==> src/rtl/hdx_pkg.sv <==
package hdx_pkg;

    typedef enum logic [1:0] {
        ST_IDLE = 2'd0,
        ST_WAIT = 2'd1,
        ST_FIN  = 2'd2
    } hdx_state_e;

    typedef struct packed {
        hdx_state_e st;
        logic       done;
    } hdx_ctrl_t;

endpackage

==> src/rtl/hdx_ctrl.sv <==
module hdx_ctrl
    import hdx_pkg::*;
(
    input  logic clk,
    input  logic rst_n,
    input  logic start,
    input  logic host_ack,
    output logic load,
    output logic cap_en,
    output logic req,
    output logic busy,
    output logic done
);

    hdx_ctrl_t c_d, c_q;

    always_comb begin
        c_d    = c_q;
        load   = 1'b0;
        cap_en = 1'b0;
        unique case (c_q.st)
            ST_IDLE: begin
                if (start) begin
                    load     = 1'b1;
                    c_d.done = 1'b0;
                    c_d.st   = ST_WAIT;
                end
            end
            ST_WAIT: begin
                if (host_ack) begin
                    cap_en = 1'b1;
                    c_d.st = ST_FIN;
                end
            end
            ST_FIN: begin
                c_d.done = 1'b1;
                c_d.st   = ST_IDLE;
            end
            default: c_d.st = ST_IDLE;
        endcase
    end

    always_ff @(posedge clk) begin
        if (!rst_n) begin
            c_q.st   <= ST_IDLE;
            c_q.done <= 1'b0;
        end else begin
            c_q <= c_d;
        end
    end

    assign req  = (c_q.st == ST_WAIT);
    assign busy = (c_q.st != ST_IDLE);
    assign done = c_q.done;

    // a strobe during a pending transfer never loads a new command
    a_r7_no_load_when_busy: assert property (@(posedge clk) disable iff (!rst_n)
        busy && start |-> !load);

    // busy and done are exclusive
    a_r6_busy_excl_done: assert property (@(posedge clk) disable iff (!rst_n)
        busy |-> !done);

    // done is cleared by an accepted strobe
    a_r6_done_clears: assert property (@(posedge clk) disable iff (!rst_n)
        load |=> !done && busy);

endmodule

==> src/rtl/hdx_cmd_regs.sv <==
module hdx_cmd_regs #(
    parameter int AW = 16,
    parameter int DW = 16
) (
    input  logic          clk,
    input  logic          rst_n,
    input  logic          load,
    input  logic          wr_en,
    input  logic [AW-1:0] addr,
    input  logic [DW-1:0] wdata,
    output logic          cmd_we,
    output logic [AW-1:0] cmd_addr,
    output logic [DW-1:0] cmd_wdata
);

    typedef struct packed {
        logic          we;
        logic [AW-1:0] addr;
        logic [DW-1:0] wdata;
    } cmd_t;

    cmd_t cmd_d, cmd_q;

    always_comb begin
        cmd_d = cmd_q;
        if (load) begin
            cmd_d.we    = wr_en;
            cmd_d.addr  = addr;
            cmd_d.wdata = wdata;
        end
    end

    always_ff @(posedge clk) begin
        if (!rst_n) begin
            cmd_q <= '0;
        end else begin
            cmd_q <= cmd_d;
        end
    end

    assign cmd_we    = cmd_q.we;
    assign cmd_addr  = cmd_q.addr;
    assign cmd_wdata = cmd_q.wdata;

    // command stays put without a load
    a_r3_cmd_held: assert property (@(posedge clk) disable iff (!rst_n)
        !load |=> $stable(cmd_addr) && $stable(cmd_we) && $stable(cmd_wdata));

endmodule

==> src/rtl/hdx_rd_hold.sv <==
module hdx_rd_hold #(
    parameter int DW = 16
) (
    input  logic          clk,
    input  logic          rst_n,
    input  logic          cap_en,
    input  logic          is_write,
    input  logic [DW-1:0] host_rdata,
    output logic [DW-1:0] rdata
);

    logic [DW-1:0] hold_d, hold_q;

    always_comb begin
        hold_d = hold_q;
        if (cap_en && !is_write) begin
            hold_d = host_rdata;
        end
    end

    always_ff @(posedge clk) begin
        if (!rst_n) begin
            hold_q <= '0;
        end else begin
            hold_q <= hold_d;
        end
    end

    assign rdata = hold_q;

    // writes never disturb the read holding register
    a_r4_write_keeps_rdata: assert property (@(posedge clk) disable iff (!rst_n)
        is_write |=> $stable(rdata));

endmodule

==> src/rtl/hdx_dma_bridge.sv <==
module hdx_dma_bridge #(
    parameter int AW = 16,
    parameter int DW = 16
) (
    input  logic          clk,
    input  logic          rst_n,
    input  logic          start,
    input  logic          wr_en,
    input  logic [AW-1:0] addr,
    input  logic [DW-1:0] wdata,
    output logic          busy,
    output logic          done,
    output logic [DW-1:0] rdata,
    output logic          host_req,
    output logic          host_we,
    output logic [AW-1:0] host_addr,
    output logic [DW-1:0] host_wdata,
    input  logic          host_ack,
    input  logic [DW-1:0] host_rdata
);

    logic load;
    logic cap_en;

    hdx_ctrl u_ctrl (
        .clk      (clk),
        .rst_n    (rst_n),
        .start    (start),
        .host_ack (host_ack),
        .load     (load),
        .cap_en   (cap_en),
        .req      (host_req),
        .busy     (busy),
        .done     (done)
    );

    hdx_cmd_regs #(.AW(AW), .DW(DW)) u_cmd (
        .clk       (clk),
        .rst_n     (rst_n),
        .load      (load),
        .wr_en     (wr_en),
        .addr      (addr),
        .wdata     (wdata),
        .cmd_we    (host_we),
        .cmd_addr  (host_addr),
        .cmd_wdata (host_wdata)
    );

    hdx_rd_hold #(.DW(DW)) u_hold (
        .clk        (clk),
        .rst_n      (rst_n),
        .cap_en     (cap_en),
        .is_write   (host_we),
        .host_rdata (host_rdata),
        .rdata      (rdata)
    );

    // an idle strobe issues a request carrying the presented command
    a_r2_issue: assert property (@(posedge clk) disable iff (!rst_n)
        start && !busy |=> host_req && busy && host_addr == $past(addr)
                           && host_we == $past(wr_en));

    // pending request holds command and direction
    a_r3_req_stable: assert property (@(posedge clk) disable iff (!rst_n)
        host_req && !host_ack |=> host_req && $stable(host_addr)
                                  && $stable(host_we) && $stable(host_wdata));

    // request drops after acknowledge, done follows one cycle later
    a_r5_done_after_ack: assert property (@(posedge clk) disable iff (!rst_n)
        host_req && host_ack |=> !host_req && busy ##1 done && !busy);

    // acknowledge without a request has no effect on idle state
    a_r9_stray_ack: assert property (@(posedge clk) disable iff (!rst_n)
        !busy && host_ack && !start |=> !host_req && $stable(done) && $stable(rdata));

endmodule

==> config.mk <==
export PLATFORM = sky130hd
export DESIGN_NAME = hdx_dma_bridge
export DESIGN_NICKNAME = d
export VERILOG_FILES = /design/src/rtl/hdx_pkg.sv /design/src/rtl/hdx_ctrl.sv /design/src/rtl/hdx_cmd_regs.sv /design/src/rtl/hdx_rd_hold.sv /design/src/rtl/hdx_dma_bridge.sv
export SDC_FILE = /design/constraint.sdc
export NUM_CORES = 1
export LEC_CHECK = 0
export CAP_MARGIN = 25
export CORE_MARGIN = 8
export CORE_UTILIZATION = 61
export CTS_CLUSTER_SIZE = 24
export DETAILED_ROUTE_END_ITERATION = 8
export DONT_BUFFER_PORTS = 1
export PLACE_DENSITY_LB_ADDON = 0.05
export SYNTH_ARGS = -nofsm -noshare
export SYNTH_HDL_FRONTEND = slang
export SYNTH_SLANG_ARGS = --single-unit
==> constraint.sdc <==
create_clock -name clk -period 1.2 [get_ports clk]
set_input_delay 0.06 -clock clk [delete_from_list [all_inputs] [get_ports clk]]
set_output_delay 0.06 -clock clk [all_outputs]
set_load 0.03 [all_outputs]
==> impl_metrics.tcl, run 1 <==
set metrics [dict create \
    synth.top_cell.area_share_pct 54.3 \
    status "stopped before the end" \
    portBuffers 0 \
    start_util_pct 63.3 \
    post-synth-top-area-cell "dfxtp_1" \
    synth_area_leaders "dfxtp_1 (54%), nand3_1 (13%), o21ai_0 (11%)" \
    cts-resized-gates 5 \
    synth.distinct_cells 18 \
    syn_area_um2 1920 \
    dp_slack_ns 0.0412 \
    place_hpwl_mm 3.51 \
    rows 20 \
    cts_buffers 5 \
    cts_buffer_depth 2 \
    pin_count 105 \
    die_y_um 72.1 \
    cts_root_buffer "clkbuf_4" \
    hold_buffers 87 \
    cts_setup_buffers 0 \
    synth_cells 231 \
    seq_area_frac_synth_pct 54.3 \
    stop_error "[ERROR DPL-0038] Utilization greater than 100%, impossible to legalize" \
    place.gp.congestion 0.734 \
    synth-seq-cells 52 \
    syn-num-nets 284 \
    die_w_um 72.1 \
    ys_warn_count 0 \
    syn_area_per_cell_um2 8.30 \
    numClockSinks 52 \
    stop_stage "4_1_cts" \
    htree_num_levels 2 \
]
==> cell usage after synthesis <==
cell type  number
nand3_1        49
buf_2           9
and4bb_2        1
clkbuf_1        6
and3_1          1
nand2_1        49
dfxtp_1        52
nand2b_1        1
o21ai_0        44
o21ai_1         6
o21a_1          1
a21boi_0        1
nor2b_1         2
or2_2           1
buf_6           4
nor3b_2         1
clkbuf_2        2
inv_1           1
==> logic make-up after synthesis <==
logic type      count (synthesis)  share of synthesized area, %
simple gates                  105                          25.3
compound gates                 52                          13.8
flops                          52                          54.3
buf+inv                        22                          6.59
==> metrics by stage <==
step                      hold WS (ns)  cell area [um^2]  cells  utilization, %
after floorplan                  0.190              1920    231               -
after global placement           0.185              2290    308            75.7
after detailed placement         0.199              2290    308            75.7
==> inputs of run 2 (changes only) <==
Settings changed: CORE_UTILIZATION 61 to 40, CTS_CLUSTER_SIZE 24 to default, PLACE_DENSITY_LB_ADDON 0.05 to 0.15.
==> impl_metrics.tcl, run 2 <==
set metrics [dict create \
    status "finished, violations left" \
    violations "negative hold slack" \
    die_w_um 85.2 \
    final-setup-viol-count 0 \
    rows 25 \
    power_switching_mw 0.990 \
    seq_area_frac_synth_pct 54.3 \
    cts_root_buffer "clkbuf_8" \
    placedInstanceArea_um2 2320 \
    clock.fmax_ghz 0.852 \
    cts_buffers 5 \
    intPower_mw 2.75 \
    synth.top_cell.area_share_pct 54.3 \
    pin_count 105 \
    ys_top_cells_by_count "dfxtp_1 (52), nand2_1 (49), nand3_1 (49), o21ai_0 (44), buf_2 (9)" \
    power.clock.fraction_pct 27.5 \
    muxShareOfSynthArea_pct 0 \
    track_usage_pct 16.9 \
    hold_ws_ns -0.102 \
    synth_compound_area_share_pct 13.8 \
    place.gp.congestion 0.656 \
    vias 2081 \
    synthFlopType "dfxtp_1" \
    vdd_drop_max_mv 0.693 \
    syn-num-nets 284 \
    fin_skew_ns 0.00477 \
    synth-edff-count 0 \
    wl_per_cell_um 15.2 \
    wirelength_mm 6.37 \
    swShare_pct 26.5 \
    syn_area_um2 1920 \
    numClockSinks 52 \
    synth.distinct_cells 18 \
    htree_num_levels 2 \
    antenna_cells 0 \
    ys_warn_count 0 \
    post-synth-top-area-cell "dfxtp_1" \
    grt_pass1_wl_mm 10.1 \
    final_common_cell "dlygate4sd3_1" \
    finalCritPeriodShare_pct 97.8 \
    hold_path_class "input port to flip-flop" \
    drv_cap 0 \
    hold_viol 51 \
    drt_first_pass_iters 4 \
    arrival_ns 1.38 \
    synth_cells 231 \
    synth-seq-cells 52 \
    grt_pass1_vias 2051 \
    core-area_um2 4660 \
    place_hpwl_mm 3.41 \
    ant_nets 0 \
    dp_slack_ns 0.0292 \
    finalPower_mw 3.74 \
    synthArstFlopShare_pct 0 \
    final_nets 418 \
    finalMaxSlewViolations 0 \
    overflow 0 \
    synth.most_common_cell "dfxtp_1" \
    antenna_found_initial 0 \
    drc 0 \
    fin_cells 419 \
    p_comb_share_pct 22.0 \
    cp_max_fo 2 \
    yosys.area_share.xor_xnor_pct 0 \
    synthAdderAreaFrac_pct 0 \
    nFillCells 328 \
    cts.clk_slew.worst_paths_ns 0.09 \
    synth_area_leaders "dfxtp_1 (54%), nand3_1 (13%), o21ai_0 (11%)" \
    area_delta_synth_final_pct 77.0 \
    first_iter_violations 141 \
    mostFrequentLayoutCells "dlygate4sd3_1 (91), buf_4 (51), nand2_1 (49), nand3_1 (49), dfxtp_1 (40)" \
    synth_top_family_by_area "simple AND/OR/NAND/NOR gates" \
    cp.required_ns 1.41 \
    finalWorstSetupSlack_ns 0.0270 \
    vias_per_cell 4.97 \
    dp_cells 319 \
    p_seq_share_pct 50.4 \
    cts_buffer_depth 2 \
    setup.worst_path.class "flip-flop to flip-flop" \
    stdcell_area_um2 3400 \
    portBuffers 0 \
    worstSkewPairLatency_ns 0.29 \
    leakagePower_nw 1.28 \
    die_y_um 85.2 \
    synthSimpleGateAreaFrac_pct 25.3 \
    critPathLaunchType "flip-flop" \
    crit_path_end_kind "flip-flop" \
    start_util_pct 41.2 \
    fin_crit_ns 1.17 \
    power_density_nw_per_um2 1100 \
    cts_tree "yes" \
    syn_area_per_cell_um2 8.30 \
    grt_max_degree 102 \
    drive_gt1_share_pct 22.2 \
    worst_slew_pin_slew_ns 0.181 \
    die_area_um2 7270 \
    slew_headroom_pct 87.8 \
]
[run 2: cell counts after synthesis]
Identical to the previous run, type by type.
[run 2: kinds of logic after synthesis]
family          count (synthesis)
compound gates                 52
flops                          52
simple gates                  105
buf+inv                        22
[run 2: worst paths after layout]
path                                   startpoint                end  slack [ns]  cells past startpoint
worst max-delay path            u_cmd.cmd_addr[2]  u_cmd.cmd_addr[2]        0.03                      3
worst min-delay path                        rst_n      u_ctrl.c_q[1]       -0.10                      1
worst max register to register  u_cmd.cmd_addr[2]  u_cmd.cmd_addr[2]        0.03                      3
worst min register to register    u_hold.rdata[4]    u_hold.rdata[4]        0.46                      2
[run 2: power groups by stage]
stage	combinational, mW	clock, mW	sequential (mW)
floorplan	0.228	0	2.11
global placement	0.570	0	1.91
detailed placement	0.577	0	1.92
CTS	0.778	1.08	1.88
global route	0.878	1.14	1.90
finish	0.824	1.03	1.88
[run 2: repair_timing]
| item | in CTS | in global routing |
|---|---|---|
| setup buffers | 0 | 1 |
| pin swaps | 0 | 1 |
| endpoints found under the setup margin | 2 | 33 |
| gates cloned | 0 | 1 |
| hold buffers | 90 | 1 |
| gates resized for setup | 3 | 38 |
| endpoints found under the hold margin | 52 | 52 |
[run 2: layer usage]
layer	global-route usage (%)	vias to the layer above	share of wire, %
li1	-	1045	-
met1	18.8	958	41
met2	29.2	72	49
met3	6.47	6	8.9
met4	4.53	0	1.1
met5	0	-	0
[run 2: per-stage QoR]
stage	setup TNS, ns	utilization (%)
floorplan	0	-
global placement	0	49.9
detailed placement	0	49.9
CTS	0	71.4
global route	-0.0149	72.9
finish	0	72.9
[run 2: worst max-delay path, cell delays in order (launching register included)]
cell and delay (ns):
dfxtp_2 0.35, nand2_1 0.05, dlygate4sd3_1 0.55, o21ai_1 0.15
[run 2: final cells by class]
cell class,instances,area [um^2],share of cell area (%)
tap,54,67.6,1.99
multi-input combinational,157,771,22.7
sequential,52,1060,31.1
clock buffer,7,96.3,2.84
inverter,1,3.75,0.111
timing repair buffer,148,1400,41.3
Power figures use the tool's default switching activity.
==> inputs of run 3 (changes only) <==
Settings changed: RECOVER_POWER from default to 50.
==> impl_metrics.tcl, run 3 (same netlist as run 2, synthesis figures left out) <==
set metrics [dict create \
    status "finished, violations left" \
    violations "negative hold slack" \
    antenna_cells 0 \
    worst_slew_pin_slew_ns 0.418 \
    area_delta_synth_final_pct 68.8 \
    wirelength_mm 6.38 \
    first_iter_violations 159 \
    drv_cap 0 \
    crit_family "buffers and inverters" \
    wl_per_cell_um 15.2 \
    cts_buffer_depth 2 \
    finalMaxSlewViolations 0 \
    final_nets 418 \
    portBuffers 0 \
    final_common_cell "dlygate4sd3_1" \
    hold_path_class "input port to flip-flop" \
    crit_path_end_kind "flip-flop" \
    vias_per_cell 4.98 \
    dp_slack_ns 0.0292 \
    whs_endpoint "u_ctrl.c_q[1]" \
    drc 0 \
    rr_startpoint "u_cmd.cmd_addr[2]" \
    crit_buf_inv 1 \
    die_w_um 85.2 \
    vias 2088 \
    grt_max_degree 102 \
    antenna_found_initial 0 \
    drive_gt1_share_pct 10.7 \
    reg2reg_depth 3 \
    numClockSinks 52 \
    drt_first_pass_iters 4 \
    fin_crit_ns 1.17 \
    hold_viol 51 \
    ant_nets 0 \
    cts.clk_slew.worst_paths_ns 0.09 \
    core-area_um2 4660 \
    htree_num_levels 2 \
    stdcell_area_um2 3240 \
    leakagePower_nw 1.11 \
    placedInstanceArea_um2 2320 \
    finalPower_mw 3.67 \
    die_y_um 85.2 \
    rows 25 \
    finalCritPeriodShare_pct 97.6 \
    critPathLaunchType "flip-flop" \
    cp_max_fo 2 \
    setup.worst_path.class "flip-flop to flip-flop" \
    slew_headroom_pct 72.1 \
    cts_root_buffer "clkbuf_8" \
    dp_cells 319 \
    fin_skew_ns 0.00505 \
    finalWorstSetupSlack_ns 0.0289 \
    fin_cells 419 \
    overflow 0 \
    die_area_um2 7270 \
    track_usage_pct 16.9 \
    cts_tree "yes" \
    worstSkewPairLatency_ns 0.29 \
    power_density_nw_per_um2 1130 \
    r2r-end "u_cmd.cmd_addr[2]" \
    clock.fmax_ghz 0.854 \
    hold_ws_ns -0.102 \
    vdd_drop_max_mv 0.687 \
    place_hpwl_mm 3.41 \
    crit_chain "nand2_1 -> dlygate4sd3_1 -> o21ai_1" \
    final-setup-viol-count 0 \
    cts_buffers 5 \
    grt_pass1_wl_mm 10.1 \
    start_util_pct 41.2 \
    min_path_cells 1 \
    grt_pass1_vias 2051 \
    place.gp.congestion 0.656 \
    mostFrequentLayoutCells "dlygate4sd3_1 (91), nand2_1 (49), nand3_1 (49), clkbuf_1 (42), dfxtp_1 (40)" \
    pin_count 105 \
    min_from "rst_n" \
    nFillCells 384 \
    slowest_stage "dlygate4sd3_1" \
    reg2reg_slack_ns 0.03 \
    cp_slowest_stage_delay_ns 0.55 \
    arrival_ns 1.38 \
    cp.required_ns 1.41 \
]
run 3: worst max-delay path by stage:
| stage | slack (ns) | cells after the start | startpoint | to |
|---|---|---|---|---|
| finish | 0.03 | 3 | u_cmd.cmd_addr[2] | u_cmd.cmd_addr[2] |
| global route | -0.006 | 3 | u_cmd.cmd_wdata[10] | u_cmd.cmd_wdata[10] |
| CTS | 0.009 | 3 | u_ctrl.c_q[2] | host_req |
| detailed placement | 0.03 | 4 | u_ctrl.c_q[1] | u_cmd.cmd_wdata[15] |
| global placement | 0.08 | 4 | u_ctrl.c_q[1] | u_cmd.cmd_we |
| floorplan | 0.10 | 4 | u_cmd.cmd_we | u_hold.rdata[1] |
run 3: area by class of cell:
cell class                 count  area [um^2]  area share [%]
clock buffer                   7         96.3            2.98
inverter                       1         3.75           0.116
multi-input combinational    157          771            23.8
sequential                    52         1060            32.6
tap                           54         67.6            2.09
timing repair buffer         148         1240            38.4
run 3: what timing repair did:
| item | 4_1_cts | 5_1_grt |
|---|---|---|
| resized for setup | 3 | 38 |
| hold endpoints to repair | 52 | 52 |
| gates cloned | 0 | 1 |
| hold buffers | 90 | 1 |
| endpoints found under the setup margin | 2 | 33 |
| setup buffers | 0 | 1 |
| pin swaps | 0 | 1 |
run 3: stage by stage:
step | TNS, ns | util (%)
after floorplan | 0 | -
after global placement | 0 | 49.9
after detailed placement | 0 | 49.9
after CTS | 0 | 71.4
after global routing | -0.0103 | 69.5
final | 0 | 69.5
run 3: routing by layer:
layer	share of wire (%)	routed length, um	track usage (%)	vias to the layer above
met5	0	0	0	-
met3	8.7	553	6.47	6
met2	49	3110	29.2	77
met4	1.1	67	4.53	0
met1	42	2650	18.8	960
li1	-	-	-	1045
run 3: report_power, final:
| part | switching (mW) | internal (mW) |
|---|---|---|
| clock | 0.518 | 0.514 |
| sequential | 0.0534 | 1.83 |
| combinational | 0.419 | 0.338 |
==> inputs of run 4 (changes only) <==
Settings changed: CORE_UTILIZATION 40 to 30, SYNTH_HIERARCHICAL from default to 1.
==> impl_metrics.tcl, run 4 <==
set metrics [dict create \
    drive_gt1_share_pct 14.6 \
    synthArstFlopShare_pct 0 \
    finalPower_mw 3.77 \
    cp.required_ns 1.39 \
    area_delta_synth_final_pct 53.6 \
    dp_cells 316 \
    cp_slowest_stage_delay_ns 0.33 \
    finalMaxSlewViolations 0 \
    violations "negative setup slack" \
    final-setup-viol-count 47 \
    setup.worst_path.class "flip-flop to flip-flop" \
    antenna_cells 0 \
    numClockSinks 52 \
    vdd_drop_max_mv 0.453 \
    ys_top_cells_by_count "dfxtp_1 (52), mux2i_1 (49), nor2b_1 (34), nand2_1 (32), buf_12 (4)" \
    start_util_pct 30.7 \
    rows 30 \
    first_iter_violations 18 \
    mostFrequentLayoutCells "dlygate4sd3_1 (64), dfxtp_1 (51), mux2i_1 (48), nor2b_1 (34), nand2_1 (32)" \
    wirelength_mm 5.80 \
    cts_root_buffer "clkbuf_8" \
    die_w_um 99.2 \
    drc 0 \
    pin_count 105 \
    antenna_found_initial 0 \
    portBuffers 0 \
    grt_setup_unrepaired "true" \
    post-synth-top-area-cell "dfxtp_1" \
    synth-edff-count 0 \
    synthFlopType "dfxtp_1" \
    critPathLaunchType "flip-flop" \
    worst_slew_pin_slew_ns 0.443 \
    grt_pass1_vias 1957 \
    worstSkewPairLatency_ns 0.29 \
    wl_per_cell_um 14.9 \
    htree_num_levels 2 \
    core-area_um2 6760 \
    hold_viol 0 \
    slowest_stage "dfxtp_2" \
    synth.distinct_cells 17 \
    die_area_um2 9840 \
    place.gp.congestion 0.665 \
    ant_nets 0 \
    final_common_cell "dlygate4sd3_1" \
    vias 1712 \
    crit_chain "or2_4 -> nor2_4 -> buf_12 -> mux2i_1 -> nor2b_1" \
    track_usage_pct 11.7 \
    cts.clk_slew.worst_paths_ns 0.09 \
    nFillCells 674 \
    power_density_nw_per_um2 1180 \
    syn_area_um2 2080 \
    leakagePower_nw 1.29 \
    arrival_ns 1.51 \
    die_y_um 99.2 \
    overflow 0 \
    fin_skew_ns 0.00572 \
    hold_ws_ns 0.00577 \
    fin_cells 389 \
    synth.top_cell.area_share_pct 50.1 \
    grt_max_degree 56 \
    cts_buffer_depth 2 \
    synth_area_leaders "dfxtp_1 (50%), mux2i_1 (24%), nor2b_1 (10%)" \
    synth-seq-cells 52 \
    drv_cap 0 \
    status "finished, violations left" \
    ys_warn_count 6 \
    synth.most_common_cell "dfxtp_1" \
    fin_crit_ns 1.32 \
    cts_buffers 5 \
    syn-num-nets 244 \
    vias_per_cell 4.40 \
    finalWorstSetupSlack_ns -0.117 \
    grt_pass1_wl_mm 9.45 \
    seq_area_frac_synth_pct 50.1 \
    syn_area_per_cell_um2 10.9 \
    cts_tree "yes" \
    cp_max_fo 26 \
    slew_headroom_pct 70.6 \
    clock.fmax_ghz 0.759 \
    hold_path_class "input port to flip-flop" \
    place_hpwl_mm 3.67 \
    synth_cells 191 \
    crit_path_end_kind "flip-flop" \
    drt_first_pass_iters 4 \
    final_nets 362 \
    finalCritPeriodShare_pct 110 \
]
run 4: cell families (layout without fill, tap and decap cells):
| group | after synthesis | after routing | share of synthesized area (%) |
|---|---|---|---|
| multiplexers | 49 | 49 | 23.6 |
| buffers and inverters | 13 | 131 | 6.39 |
| AO/OA/AOI/OAI | 2 | 2 | 0.662 |
| flip-flops | 52 | 52 | 50.1 |
| AND/OR/NAND/NOR | 75 | 75 | 19.2 |
run 4: critical path, delay by kind of cell (launching register included):
family | cells | cell delay, ns
buffers and inverters | 1 | 0.22
DFF | 1 | 0.33
muxes | 1 | 0.23
and+or+nand+nor | 3 | 0.42
run 4: path summary, 6_finish.rpt:
path | slack [ns] | to | startpoint | cells past startpoint
setup / recovery | -0.12 | u_cmd/cmd_wdata[12] | u_ctrl/c_q[1] | 5
hold / removal | 0.006 | u_ctrl/done | rst_n | 2
setup reg to reg | -0.12 | u_cmd/cmd_wdata[12] | u_ctrl/c_q[1] | 5
hold reg to reg | 0.46 | u_hold/rdata[8] | u_hold/rdata[8] | 2
run 4: metal layers:
metal  up-vias  GRT usage [%]  wire, um
li1        852              -         -
met1       782           12.0      2260
met2        68           21.4      3020
met3        10           4.05       404
met4         0           4.42       108
met5         -              0         0
run 4: layout make-up:
cell class / instances / area, um^2 / share of cell area [%]
flip-flops and latches: 52 / 1040 / 32.7
well taps: 80 / 100 / 3.14
clock buffers: 7 / 96.3 / 3.02
multi-input cells: 126 / 917 / 28.7
repair buffers: 123 / 1030 / 32.3
inverters: 1 / 3.75 / 0.118
run 4: timing repair:
item / in CTS / in global routing
hold buffers: 65 / 0
hold endpoints to repair: 52 / 0
gates resized for setup: 0 / 3
setup endpoints to repair: 49 / 49
buffers inserted: 0 / 1
run 4: stage by stage:
step                      cell area, um^2  setup WS [ns]  utilization [%]  setup TNS [ns]
after floorplan                      2080         -0.132                -           -3.90
after global placement               2510        -0.0538             37.2           -1.38
after detailed placement             2510        -0.0949             37.2           -2.56
after CTS                            3270         -0.113             48.4           -3.27
after global routing                 3190         -0.215             47.2           -7.03
final                                3190         -0.117             47.2           -3.31
run 4: where the power goes:
group	internal, mW	leakage (nW)	switching [mW]	total (mW)
combinational	0.400	0.815	0.442	0.842
sequential	1.82	0.426	0.0501	1.88
clock	0.515	0.0503	0.542	1.06
